### src/rtl/swalert_pkg.sv
package swalert_pkg;

  localparam int unsigned MubiW = 4;
  localparam logic [MubiW-1:0] MubiFalse = 4'b1001;
  localparam logic [MubiW-1:0] MubiTrue  = 4'b0110;

  localparam int unsigned NumClass   = 4;
  localparam int unsigned ClsFatalSw = 0;
  localparam int unsigned ClsRecovSw = 1;
  localparam int unsigned ClsFatalHw = 2;
  localparam int unsigned ClsRecovHw = 3;

  localparam int unsigned NumNmi   = 2;
  localparam int unsigned NmiAlert = 0;
  localparam int unsigned NmiWdog  = 1;

  localparam logic [7:0] OfsTest  = 8'h00;
  localparam logic [7:0] OfsRecov = 8'h04;
  localparam logic [7:0] OfsFatal = 8'h08;
  localparam logic [7:0] OfsNmiEn = 8'h4C;
  localparam logic [7:0] OfsNmiSt = 8'h50;

  typedef struct packed {
    logic test;
    logic recov;
    logic fatal;
    logic nmi_en;
    logic nmi_st;
  } reg_hit_t;

endpackage

### src/rtl/swalert_rst_sync.sv
module swalert_rst_sync #(
  parameter int unsigned Stages = 2
) (
  input  logic clk_i,
  input  logic rst_ni,
  output logic rst_no
);
  logic [Stages-1:0] sync_q;
  logic [Stages-1:0] sync_d;

  always_comb begin
    sync_d = {sync_q[Stages-2:0], 1'b1};
  end

  always_ff @(posedge clk_i or negedge rst_ni) begin
    if (!rst_ni) sync_q <= '0;
    else         sync_q <= sync_d;
  end

  assign rst_no = sync_q[Stages-1];
endmodule

### src/rtl/swalert_mubi_fields.sv
module swalert_mubi_fields
  import swalert_pkg::*;
(
  input  logic             clk_i,
  input  logic             rst_ni,
  input  logic             recov_we_i,
  input  logic             fatal_we_i,
  input  logic [MubiW-1:0] wdata_i,
  output logic [MubiW-1:0] recov_o,
  output logic [MubiW-1:0] fatal_o,
  output logic             recov_fire_o,
  output logic             fatal_fire_o
);
  logic [MubiW-1:0] recov_q, recov_d;
  logic [MubiW-1:0] fatal_q, fatal_d;
  logic             recov_ce, fatal_ce;

  // Next state: recoverable field returns to false after firing; fatal field only loses bits.
  always_comb begin
    recov_fire_o = (recov_q != MubiFalse);
    recov_ce     = recov_we_i | recov_fire_o;
    recov_d      = recov_we_i ? wdata_i : MubiFalse;
    fatal_fire_o = (fatal_q != MubiFalse);
    fatal_ce     = fatal_we_i;
    fatal_d      = fatal_q & wdata_i;
  end

  always_ff @(posedge clk_i or negedge rst_ni) begin
    if (!rst_ni)       recov_q <= MubiFalse;
    else if (recov_ce) recov_q <= recov_d;
  end

  always_ff @(posedge clk_i or negedge rst_ni) begin
    if (!rst_ni)       fatal_q <= MubiFalse;
    else if (fatal_ce) fatal_q <= fatal_d;
  end

  assign recov_o = recov_q;
  assign fatal_o = fatal_q;

  // a firing value is replaced by false unless software rewrites it
  p_recov_self_clear_r3: assert property (@(posedge clk_i) disable iff (!rst_ni)
    (recov_fire_o && !recov_we_i) |=> (recov_q == MubiFalse));

  // an idle false field stays put
  p_recov_idle_hold_r3: assert property (@(posedge clk_i) disable iff (!rst_ni)
    (!recov_fire_o && !recov_we_i) |=> $stable(recov_q));

  // no bit of the fatal field ever goes from 0 to 1
  p_fatal_no_set_r4: assert property (@(posedge clk_i) disable iff (!rst_ni)
    ((fatal_q & ~$past(fatal_q)) == '0));

  // once the fatal field is not false it never becomes false again
  p_fatal_stuck_r5: assert property (@(posedge clk_i) disable iff (!rst_ni)
    fatal_fire_o |=> fatal_fire_o);
endmodule

### src/rtl/swalert_event_gen.sv
module swalert_event_gen #(
  parameter int unsigned NumCls = 4
) (
  input  logic              clk_i,
  input  logic              rst_ni,
  input  logic              test_we_i,
  input  logic [NumCls-1:0] test_bits_i,
  input  logic [NumCls-1:0] cause_i,
  output logic [NumCls-1:0] evt_d_o,
  output logic [NumCls-1:0] evt_o
);
  for (genvar c = 0; c < NumCls; c++) begin : g_cls
    logic ev_d, ev_q;

    always_comb begin
      ev_d = (test_we_i & test_bits_i[c]) | cause_i[c];
    end

    always_ff @(posedge clk_i or negedge rst_ni) begin
      if (!rst_ni) ev_q <= 1'b0;
      else         ev_q <= ev_d;
    end

    assign evt_d_o[c] = ev_d;
    assign evt_o[c]   = ev_q;

    // a test write of this class gives an event on the next cycle
    p_test_pulse_r2: assert property (@(posedge clk_i) disable iff (!rst_ni)
      (test_we_i && test_bits_i[c]) |=> evt_o[c]);

    // without test write or cause, no event appears
    p_no_spurious_r6: assert property (@(posedge clk_i) disable iff (!rst_ni)
      (!(test_we_i && test_bits_i[c]) && !cause_i[c]) |=> !evt_o[c]);
  end
endmodule

### src/rtl/swalert_nmi_bank.sv
module swalert_nmi_bank #(
  parameter int unsigned NumSrc = 2
) (
  input  logic              clk_i,
  input  logic              rst_ni,
  input  logic              en_we_i,
  input  logic              st_we_i,
  input  logic [NumSrc-1:0] wdata_i,
  input  logic [NumSrc-1:0] src_set_i,
  output logic [NumSrc-1:0] en_o,
  output logic [NumSrc-1:0] st_o,
  output logic              nmi_o
);
  for (genvar s = 0; s < NumSrc; s++) begin : g_src
    logic en_q, en_d, en_ce;
    logic st_q, st_d, st_ce, st_clr;

    always_comb begin
      en_ce  = en_we_i & wdata_i[s];
      en_d   = 1'b1;
      st_clr = st_we_i & wdata_i[s];
      st_ce  = src_set_i[s] | st_clr;
      st_d   = src_set_i[s];
    end

    always_ff @(posedge clk_i or negedge rst_ni) begin
      if (!rst_ni)    en_q <= 1'b0;
      else if (en_ce) en_q <= en_d;
    end

    always_ff @(posedge clk_i or negedge rst_ni) begin
      if (!rst_ni)    st_q <= 1'b0;
      else if (st_ce) st_q <= st_d;
    end

    assign en_o[s] = en_q;
    assign st_o[s] = st_q;

    // an enable never drops
    p_en_sticky_r7: assert property (@(posedge clk_i) disable iff (!rst_ni)
      en_q |=> en_q);

    // a set event always lands, even against a clear
    p_set_wins_r8: assert property (@(posedge clk_i) disable iff (!rst_ni)
      src_set_i[s] |=> st_q);

    // a clear without a competing set empties the bit
    p_clear_r8: assert property (@(posedge clk_i) disable iff (!rst_ni)
      (st_we_i && wdata_i[s] && !src_set_i[s]) |=> !st_q);
  end

  assign nmi_o = |(st_o & en_o);

  // only a state clear can withdraw a raised NMI
  p_nmi_hold_r9: assert property (@(posedge clk_i) disable iff (!rst_ni)
    (nmi_o && !st_we_i) |=> nmi_o);
endmodule

### src/rtl/swalert_nmi_ctrl.sv
module swalert_nmi_ctrl
  import swalert_pkg::*;
#(
  parameter int unsigned AddrWidth = 8,
  parameter int unsigned DataWidth = 32
) (
  input  logic                 clk_i,
  input  logic                 rst_ni,
  input  logic                 reg_we_i,
  input  logic [AddrWidth-1:0] reg_addr_i,
  input  logic [DataWidth-1:0] reg_wdata_i,
  output logic [DataWidth-1:0] reg_rdata_o,
  input  logic                 core_minor_alert_i,
  input  logic                 core_major_int_alert_i,
  input  logic                 core_major_bus_alert_i,
  input  logic                 core_double_fault_i,
  input  logic                 bus_intg_err_i,
  input  logic                 wdog_nmi_i,
  output logic [NumClass-1:0]  alert_evt_o,
  output logic                 nmi_o
);
  localparam int unsigned UsedW = (MubiW > NumClass) ? MubiW : NumClass;

  logic             rst_sync_n;
  reg_hit_t         hit, wr;
  logic             any_hit;
  logic [MubiW-1:0] recov_val, fatal_val;
  logic             recov_fire, fatal_fire;
  logic [NumClass-1:0] cause, evt_d;
  logic [NumNmi-1:0]   nmi_set, nmi_en, nmi_st;
  logic                unused_wdata;

  swalert_rst_sync #(.Stages(2)) u_rst_sync (
    .clk_i  (clk_i),
    .rst_ni (rst_ni),
    .rst_no (rst_sync_n)
  );

  // Address decode
  always_comb begin
    hit.test   = (reg_addr_i == AddrWidth'(OfsTest));
    hit.recov  = (reg_addr_i == AddrWidth'(OfsRecov));
    hit.fatal  = (reg_addr_i == AddrWidth'(OfsFatal));
    hit.nmi_en = (reg_addr_i == AddrWidth'(OfsNmiEn));
    hit.nmi_st = (reg_addr_i == AddrWidth'(OfsNmiSt));
    wr         = reg_we_i ? hit : '0;
    any_hit    = hit.recov | hit.fatal | hit.nmi_en | hit.nmi_st;
  end

  assign unused_wdata = ^reg_wdata_i[DataWidth-1:UsedW];

  swalert_mubi_fields u_fields (
    .clk_i        (clk_i),
    .rst_ni       (rst_sync_n),
    .recov_we_i   (wr.recov),
    .fatal_we_i   (wr.fatal),
    .wdata_i      (reg_wdata_i[MubiW-1:0]),
    .recov_o      (recov_val),
    .fatal_o      (fatal_val),
    .recov_fire_o (recov_fire),
    .fatal_fire_o (fatal_fire)
  );

  always_comb begin
    cause             = '0;
    cause[ClsFatalSw] = fatal_fire;
    cause[ClsRecovSw] = recov_fire;
    cause[ClsFatalHw] = core_major_int_alert_i | core_major_bus_alert_i
                      | core_double_fault_i | bus_intg_err_i;
    cause[ClsRecovHw] = core_minor_alert_i;
  end

  swalert_event_gen #(.NumCls(NumClass)) u_events (
    .clk_i       (clk_i),
    .rst_ni      (rst_sync_n),
    .test_we_i   (wr.test),
    .test_bits_i (reg_wdata_i[NumClass-1:0]),
    .cause_i     (cause),
    .evt_d_o     (evt_d),
    .evt_o       (alert_evt_o)
  );

  always_comb begin
    nmi_set           = '0;
    nmi_set[NmiAlert] = |evt_d;
    nmi_set[NmiWdog]  = wdog_nmi_i;
  end

  swalert_nmi_bank #(.NumSrc(NumNmi)) u_nmi (
    .clk_i     (clk_i),
    .rst_ni    (rst_sync_n),
    .en_we_i   (wr.nmi_en),
    .st_we_i   (wr.nmi_st),
    .wdata_i   (reg_wdata_i[NumNmi-1:0]),
    .src_set_i (nmi_set),
    .en_o      (nmi_en),
    .st_o      (nmi_st),
    .nmi_o     (nmi_o)
  );

  // Read mux: reserved bits, the test register and unmapped offsets read zero
  always_comb begin
    reg_rdata_o = '0;
    if (hit.recov)  reg_rdata_o[MubiW-1:0]  = recov_val;
    if (hit.fatal)  reg_rdata_o[MubiW-1:0]  = fatal_val;
    if (hit.nmi_en) reg_rdata_o[NumNmi-1:0] = nmi_en;
    if (hit.nmi_st) reg_rdata_o[NumNmi-1:0] = nmi_st;
  end

  // offsets without readable state return zero
  p_reads_zero_r10: assert property (@(posedge clk_i) disable iff (!rst_sync_n)
    !any_hit |-> (reg_rdata_o == '0));

  // a non-false fatal field yields a fatal software event next cycle
  p_fatal_fires_r5: assert property (@(posedge clk_i) disable iff (!rst_sync_n)
    (fatal_val != MubiFalse) |=> alert_evt_o[ClsFatalSw]);

  // hardware causes reach their class one cycle later
  p_fatal_hw_r6: assert property (@(posedge clk_i) disable iff (!rst_sync_n)
    (core_major_int_alert_i || core_major_bus_alert_i || core_double_fault_i
     || bus_intg_err_i) |=> alert_evt_o[ClsFatalHw]);

  p_recov_hw_r6: assert property (@(posedge clk_i) disable iff (!rst_sync_n)
    core_minor_alert_i |=> alert_evt_o[ClsRecovHw]);

  // the alert NMI state follows every alert event
  p_alert_state_r8: assert property (@(posedge clk_i) disable iff (!rst_sync_n)
    (|alert_evt_o) |-> nmi_st[NmiAlert]);
endmodule

### config.mk
export PLATFORM = sky130hd
export DESIGN_NAME = swalert_nmi_ctrl
export DESIGN_NICKNAME = d
export VERILOG_FILES = /design/src/rtl/swalert_pkg.sv /design/src/rtl/swalert_rst_sync.sv /design/src/rtl/swalert_mubi_fields.sv /design/src/rtl/swalert_event_gen.sv /design/src/rtl/swalert_nmi_bank.sv /design/src/rtl/swalert_nmi_ctrl.sv
export SDC_FILE = /design/constraint.sdc
export NUM_CORES = 1
export LEC_CHECK = 0
export BUFFER_PORTS_ARGS = -buffer_cell sky130_fd_sc_hd__buf_2
export CORE_AREA = 4 4 61 63
export DETAILED_ROUTE_END_ITERATION = 10
export DIE_AREA = 0 0 65 67
export GPL_TIMING_DRIVEN = 0
export HOLD_SLACK_MARGIN = 0.12
export PLACE_DENSITY = 0.71
export SLEW_MARGIN = 20
export SYNTH_ARGS = -nofsm -noshare
export SYNTH_HDL_FRONTEND = slang
export SYNTH_SLANG_ARGS = --single-unit
export TNS_END_PERCENT = 30
### constraint.sdc
create_clock -name clk_i -period 1.25 [get_ports clk_i]
set_clock_uncertainty 0.2 [all_clocks]
set_input_delay 0.0625 -clock clk_i [delete_from_list [all_inputs] [get_ports clk_i]]
set_output_delay 0.0625 -clock clk_i [all_outputs]
set_load 0.01 [all_outputs]
==> results of run 1 <==
[layout by cell type (no fill, tap or decap), drive strengths merged, types with 2 or more instances in the layout]
master,count
clkbuf,4
and3,4
nand2,6
a31o,5
or4,2
a22oi,4
dfrtp,14
buf,64
dlygate4sd3,7
o21ai,5
dfstp,4
conb,29
nor2b,3
or2,2
o21a,5
nor2,5
nand3,2
a21o,3
[per-layer routing]
layer / wire, um / global-route usage
met3: 178 / 0.03879
met1: 890 / 0.1198
met5: 0 / 0
met4: 25 / 0.03166
met2: 1252 / 0.1814
[stage by stage]
stage	power (uW)	utilization	area, um2	setup WS [ns]
floorplan	758.0	-	1200	-0.3673
global placement	822.9	0.4340	1403	-0.5247
detailed placement	824.1	0.4340	1403	-0.5145
CTS	1199	0.4704	1520	-0.4067
global route	1257	0.4804	1553	-0.4771
finish	1189	0.4804	1553	-0.4357
[repair_timing]
| item | CTS | global route |
|---|---|---|
| pin swaps | 5 | 0 |
| endpoints found under the hold margin | 30 | 12 |
| gates resized for setup | 4 | 4 |
| setup buffers | 0 | 2 |
| setup endpoints to repair | 7 | 7 |
[worst register-to-register path: stages, from the launching register on]
cell       delay [ns]
dfstp_2          0.54
nand4bb_1        0.10
a31o_1           0.23
or4_1            0.50
[state kept, by name, summed over array words and instances (netlist names)]
register,flops
u_rst_sync.sync_q,2
u_nmi.g_src.en_q,2
u_fields.fatal_o,4
u_fields.recov_o,4
u_nmi.g_src.st_q,2
u_events.g_cls.ev_q,4
[area by class of cell]
type / instances / area [um2]
plain buffers: 33 / 251.5
clock buffers: 4 / 36.28
fillers: 316 / 1679
inverters: 1 / 3.754
multi-input cells: 84 / 516.7
flip-flops and latches: 18 / 456.7
well taps: 46 / 57.56
repair buffers: 38 / 230.2
[logic make-up after synthesis]
group	Yosys count	synth area share
AO/OA/AOI/OAI	25	0.1669
buffers and inverters	34	0.2331
AND/OR/NAND/NOR	30	0.1771
other	2	0.006860
flip-flops	18	0.4160
[report_power, final]
group          internal (uW)  switching, uW
logic                    124            109
clock network            177            174
registers                592           12.4
[how the worst max path moves through the flow]
stage	from	to	slack (ns)	cells after the start
after floorplan	u_fields.recov_o[0]	u_nmi.g_src[0].st_q	-0.37	3
after global placement	core_major_bus_alert_i	u_nmi.g_src[0].st_q	-0.52	4
after detailed placement	core_major_bus_alert_i	u_nmi.g_src[0].st_q	-0.51	4
after CTS	u_fields.recov_o[3]	u_nmi.g_src[0].st_q	-0.41	3
after global routing	u_fields.recov_o[0]	u_nmi.g_src[0].st_q	-0.48	3
final	u_fields.recov_o[3]	u_nmi.g_src[0].st_q	-0.44	3
==> impl_metrics.ini, run 1 <==
[route]
ant_nets = 0
drcViolationCount = 0
viasPerCell = 4.112
avgRoutedWirePerCell_um = 10.48
dr.pass1.iters = 6
drt_iter0_drc = 28
drt_wl_total_um = 2347
vias = 921

[placement]
gp_congestion = 0.8831
io_buffer_count = 29
dp_hpwl_um = 1840
dp_cells = 211

[yosys]
postSynthCellCount = 109
synth_enable_flop_cells = 0
synth_area_leaders = dfrtp_1, buf_4, dfstp_2
async_flop_share = 1.000
ys_types = 29
synth_common_cells = buf_4, dfrtp_1, nand2_1
synth_area_mm2 = 0.001095
synth-seq-area-share = 0.4160
synth_top_area_cell = dfrtp_1
synth_top_flop_cell = dfrtp_1
ys_seq_elements = 18
syn_area_per_cell_um2 = 10.04
synth_top_cell_area_share = 0.3200
synth_warnings = 0
synth.most_common_cell = buf_4

[timing]
worst_slew_pin_slew_ns = 0.6161
setup_viol = 8
timing.hold.ws_ns = -0.1800
maxSlewViolCount = 0
fin_ws_ns = -0.4357
relSlewSlack = 0.5893
period_minus_slack_ns = 1.686
finalCritPeriodShare = 1.349
hold_viol_final = 7
clock.fmax_ghz = 0.5932
grt_setup_unrepaired = yes
setup_tns_ns = -1.452

[die]
core_area_mm2 = 0.003232
die_w_um = 65
start_util = 0.3388
dieArea_mm2 = 0.004355
rows = 21
io_pins = 86
die_h_um = 67

[global_routing]
grt_pass1_vias = 832
grt_max_degree = 17
antenna_found_initial = 0
grt-ovfl-total = 0
grt_pass1_wl_um = 3601
gr-usage-all-layers = 0.1048

[min_path]
holdPathEnd = u_fields.recov_o[3]
min_path_cells = 2
hp-start = reg_wdata_i[3]
hp-class = in -> reg

[flow_run]
maxCapViolCount = 0

[clock_network]
cts_hold_buf = 7
cts_sinks = 18
cts_tree = built
numCtsBuffers = 3
clk_latency_ns = 0.28
clockBufferDepth = 2
htreeDepth = 1
cts-root-buf = clkbuf_4
cts.reportedPaths.clkPinSlew_ns = 0.10

[critical_path]
cp_top_family = simple AND/OR/NAND/NOR gates
cp_cell_sequence = nand4bb_1, a31o_1, or4_1
crit_buf_inv = 0
crit_fanout = 2
rr_worst_depth = 3
cp-start-kind = flop
worstReg2RegStart = u_fields.recov_o[3]
path_class = reg -> reg
cpPeakStageDelay_ns = 0.54
endpoint_kind = flop
critPathRequiredTime_ns = 1.22
critical_path_arrival_ns = 1.66
crit_slowest_cell = dfstp_2
r2r_setup_slack_ns = -0.44
r2r-end = u_nmi.g_src[0].st_q

[layout]
n_antenna_cell = 0
final_cell_count_no_fill = 224
syn_to_final_growth_pct = 41.83
fin_nets = 228
final_layout_size_suffix_gt1_frac = 0.5056

[status]
status = finished with violations
violations = hold timing, setup timing

[power]
power_density_mw_per_mm2 = 765.7
power_leakage_uw = 0.0007984
ir_worst_vdd_mv = 0.5559
No activity file was read; power rests on OpenSTA's default activity.
==> inputs of run 2 (changes only) <==
CORE_AREA = 4 4 58 60   (was 4 4 61 63)
DIE_AREA = 0 0 62 64   (was 0 0 65 67)
HOLD_SLACK_MARGIN = 0.1   (was 0.12)
PLACE_DENSITY = 0.78   (was 0.71)
==> impl_metrics.ini, run 2 (synthesis gave the netlist of run 1 again) <==
[timing]
maxSlewViolCount = 0
worst_slew_pin_slew_ns = 0.6251
finalCritPeriodShare = 1.360
fin_ws_ns = -0.4501
grt_setup_unrepaired = yes
setup_viol = 7
period_minus_slack_ns = 1.700
relSlewSlack = 0.5833
hold_viol_final = 8
clock.fmax_ghz = 0.5882
timing.hold.ws_ns = -0.1678

[critical_path]
crit_fanout = 2
cp-start-kind = flop
rr_worst_depth = 3
worstReg2RegStart = u_fields.recov_o[0]
critPathRequiredTime_ns = 1.23
critical_path_arrival_ns = 1.68
endpoint_kind = flop
r2r-end = u_nmi.g_src[0].st_q
r2r_setup_slack_ns = -0.45
path_class = reg -> reg

[clock_network]
cts-root-buf = clkbuf_4
clk_latency_ns = 0.29
cts_sinks = 18
cts_hold_buf = 7
htreeDepth = 1
clockBufferDepth = 2
cts_tree = built
numCtsBuffers = 3
cts.reportedPaths.clkPinSlew_ns = 0.10

[layout]
fin_area_mm2 = 0.001518
n_antenna_cell = 0
multiInputGateArea_um2 = 499.2
syn_to_final_growth_pct = 38.63
final_common_cell = buf_4
fin_nets = 228
nFillCells = 297
regArea_um2 = 455.4
final_layout_size_suffix_gt1_frac = 0.4888
final_cell_mix = buf_4, conb_1, buf_2

[die]
die_w_um = 62
rows = 20
dieArea_mm2 = 0.003968
start_util = 0.3739
io_pins = 86
die_h_um = 64
core_area_mm2 = 0.002928

[route]
viasPerCell = 4.346
dr.pass1.iters = 4
drt_wl_total_um = 2354
ant_nets = 0
vias = 917
drcViolationCount = 0
drt_iter0_drc = 21
avgRoutedWirePerCell_um = 11.16

[power]
power_density_mw_per_mm2 = 788.9
power_uw = 1197
power_leakage_uw = 0.0008000
ir_worst_vdd_mv = 0.7145

[global_routing]
grt_max_degree = 17
antenna_found_initial = 0
gr-usage-all-layers = 0.1188
grt_pass1_vias = 847
grt_pass1_wl_um = 3608
grt-ovfl-total = 0

[status]
status = finished with violations
violations = hold timing, setup timing

[placement]
dp_hpwl_um = 1841
io_buffer_count = 29
gp_congestion = 0.8767
place_area_mm2 = 0.001386
pre_cts_ws_ns = -0.5146

[min_path]
holdPathEnd = u_fields.recov_o[3]
min_path_cells = 2
hp-class = in -> reg
hp-start = reg_wdata_i[3]

[flow_run]
maxCapViolCount = 0
## run 2: per-layer routing
layer,vias to the layer above,track usage,share of wire
li1,458,-,-
met1,420,0.1387,0.38
met2,35,0.2111,0.52
met3,4,0.01414,0.088
met4,0,0.04509,0.0089
met5,-,0,0
## run 2: how the worst max path moves through the flow
stage | startpoint | to | slack (ns) | cells past startpoint
2_1_floorplan | u_fields.recov_o[0] | u_nmi.g_src[0].st_q | -0.37 | 3
3_3_place_gp | core_major_bus_alert_i | u_nmi.g_src[0].st_q | -0.51 | 4
3_5_place_dp | core_major_bus_alert_i | u_nmi.g_src[0].st_q | -0.51 | 4
4_1_cts | u_fields.recov_o[0] | u_nmi.g_src[0].st_q | -0.42 | 3
5_1_grt | u_fields.recov_o[3] | u_nmi.g_src[0].st_q | -0.49 | 3
6_report | u_fields.recov_o[0] | u_nmi.g_src[0].st_q | -0.45 | 3
## run 2: power by group
group	switching, uW	total [uW]	leakage, uW	internal (uW)
registers	12.9	605	0.000209	592
logic	108	232	0.000570	124
clock network	183	361	0.0000210	178
total	304	1200	0.000800	893
## run 2: critical path, stage by stage, from the launching register on
cell and delay (ns):
dfstp_2 0.56, nand4bb_1 0.10, a31o_1 0.21, or4_1 0.50
## run 2: area by class of cell
| cell class | count | area share |
|---|---|---|
| clock buffer | 4 | 0.02391 |
| buffer | 33 | 0.1657 |
| inverter | 1 | 0.002473 |
| sequential | 18 | 0.3001 |
| multi-input combinational | 84 | 0.3289 |
| tap | 33 | 0.02721 |
| timing repair buffer | 38 | 0.1517 |
## run 2: timing repair
item,in CTS,in global routing
hold endpoints to repair,30,11
gates resized for setup,3,1
endpoints found under the setup margin,7,7
pin swaps,5,0
setup buffers,2,0
## run 2: metrics by stage
| stage | util | cells | setup TNS (ns) |
|---|---|---|---|
| after CTS | 0.5167 | 211 | -1.549 |
| after detailed placement | 0.4735 | 198 | -2.878 |
| after global routing | 0.5184 | 211 | -2.024 |
| after global placement | 0.4735 | 198 | -2.663 |
| final | 0.5184 | 211 | -1.595 |
| after floorplan | - | 136 | -0.3710 |
==> inputs of run 3 (changes only) <==
CORE_AREA = 4 4 72 74   (was 4 4 58 60)
DIE_AREA = 0 0 76 78   (was 0 0 62 64)
PLACE_DENSITY = default   (was 0.78)
==> impl_metrics.ini, run 3 (synthesis gave the netlist of run 1 again) <==
[status]
status = finished with violations
violations = hold timing, setup timing

[clock_network]
numCtsBuffers = 3
cts.reportedPaths.clkPinSlew_ns = 0.07
cts_sinks = 18
clk_latency_ns = 0.25
clockBufferDepth = 2
htreeDepth = 1
cts_tree = built
cts-root-buf = clkbuf_8

[layout]
fin_nets = 234
final_common_cell = buf_4
final_layout_size_suffix_gt1_frac = 0.5109
final_cell_count_no_fill = 238
n_antenna_cell = 0
syn_to_final_growth_pct = 51.20
fin_area_mm2 = 0.001655
final_cell_mix = buf_4, conb_1, buf_2

[route]
avgRoutedWirePerCell_um = 10.68
viasPerCell = 3.819
drt_iter0_drc = 13
dr.pass1.iters = 4
drt_wl_total_um = 2542
drcViolationCount = 0
ant_nets = 0
vias = 909

[critical_path]
crit_fanout = 2
cpPeakStageDelay_ns = 0.54
path_class = reg -> reg
critical_path_arrival_ns = 1.63
endpoint_kind = flop
crit_slowest_cell = dfstp_2
critPathRequiredTime_ns = 1.18
cp-start-kind = flop
cp_cell_sequence = nand4bb_1, a31o_1, or4_1

[power]
power_leakage_uw = 0.0008447
power_density_mw_per_mm2 = 802.4
power_uw = 1328
ir_worst_vdd_mv = 0.3903

[placement]
dp_hpwl_um = 1953
dp_cells = 219
gp_congestion = 0.7516
io_buffer_count = 29
place_area_mm2 = 0.001413
pre_cts_ws_ns = -0.5192

[timing]
hold_viol_final = 2
period_minus_slack_ns = 1.702
finalCritPeriodShare = 1.361
timing.hold.ws_ns = -0.09444
fin_ws_ns = -0.4517
setup_viol = 8
grt_setup_unrepaired = yes
relSlewSlack = 0.5716
maxSlewViolCount = 0
clock.fmax_ghz = 0.5877
worst_slew_pin_slew_ns = 0.6427

[die]
die_w_um = 76
rows = 25
io_pins = 86
core_area_mm2 = 0.004598
dieArea_mm2 = 0.005928
start_util = 0.2381
die_h_um = 78

[min_path]
hp-class = in -> reg

[global_routing]
grt-ovfl-total = 0
antenna_found_initial = 0
grt_max_degree = 17
gr-usage-all-layers = 0.08536
grt_pass1_wl_um = 4084
grt_pass1_vias = 881

[flow_run]
maxCapViolCount = 0
run 3: final timing paths:
path,endpoint,start,slack [ns],depth (start not counted)
max,u_nmi.g_src[0].st_q,u_fields.recov_o[0],-0.45,3
min,u_events.g_cls[2].ev_q,bus_intg_err_i,-0.09,3
max reg2reg,u_nmi.g_src[0].st_q,u_fields.recov_o[0],-0.45,3
min reg2reg,u_fields.recov_o[1],u_rst_sync.sync_q[1],0.07,0
max in group asynchronous,u_rst_sync.sync_q[1],rst_ni,0.27,3
min in group asynchronous,u_fields.recov_o[1],u_rst_sync.sync_q[1],0.07,0
run 3: final cells by class:
type                            count  area (um2)
Buffer                             33       251.5
Clock buffer                        4       55.05
Fill cell                         468        2943
Inverter                            1       3.754
Multi-Input combinational cell     84       531.8
Sequential cell                    18       455.4
Tap cell                           54       67.56
Timing Repair Buffer               44       290.3
run 3: per-layer routing:
| layer | up-vias | GRT usage | part of all wire |
|---|---|---|---|
| met1 | 402 | 0.1000 | 0.40 |
| met3 | 4 | 0.02668 | 0.063 |
| li1 | 473 | - | - |
| met4 | 0 | 0.03203 | 0.012 |
| met2 | 30 | 0.1447 | 0.52 |
| met5 | - | 0 | 0 |
run 3: where the power goes:
group          switching [uW]  internal [uW]  leakage (uW)
sequential               13.2            592      0.000209
combinational             115            132      0.000606
clock                     197            280     0.0000288
total                     325           1000      0.000845
run 3: per-stage QoR:
step | setup TNS, ns | hold slack [ns] | utilization
after global routing | -2.028 | -0.09485 | 0.3600
after floorplan | -0.3710 | -0.4331 | -
after detailed placement | -3.053 | -0.3487 | 0.3072
final | -1.615 | -0.09444 | 0.3600
after global placement | -3.050 | -0.3512 | 0.3072
after CTS | -1.495 | -0.1308 | 0.3510
run 3: worst max-delay path, delay by kind of cell (launching register included):
| kind | cells | cell delay, ns |
|---|---|---|
| AO/OA/AOI/OAI | 1 | 0.22 |
| AND/OR/NAND/NOR | 2 | 0.62 |
| flip-flops | 1 | 0.54 |
run 3: repair_timing:
item                                   in CTS  in global routing
endpoints found under the hold margin      29                 10
hold buffers                                7                  3
buffers inserted                            5                  2
cloned                                      0                  0
pin swaps                                   6                  5
gates resized for setup                    10                  6
setup endpoints to repair                   9                 14
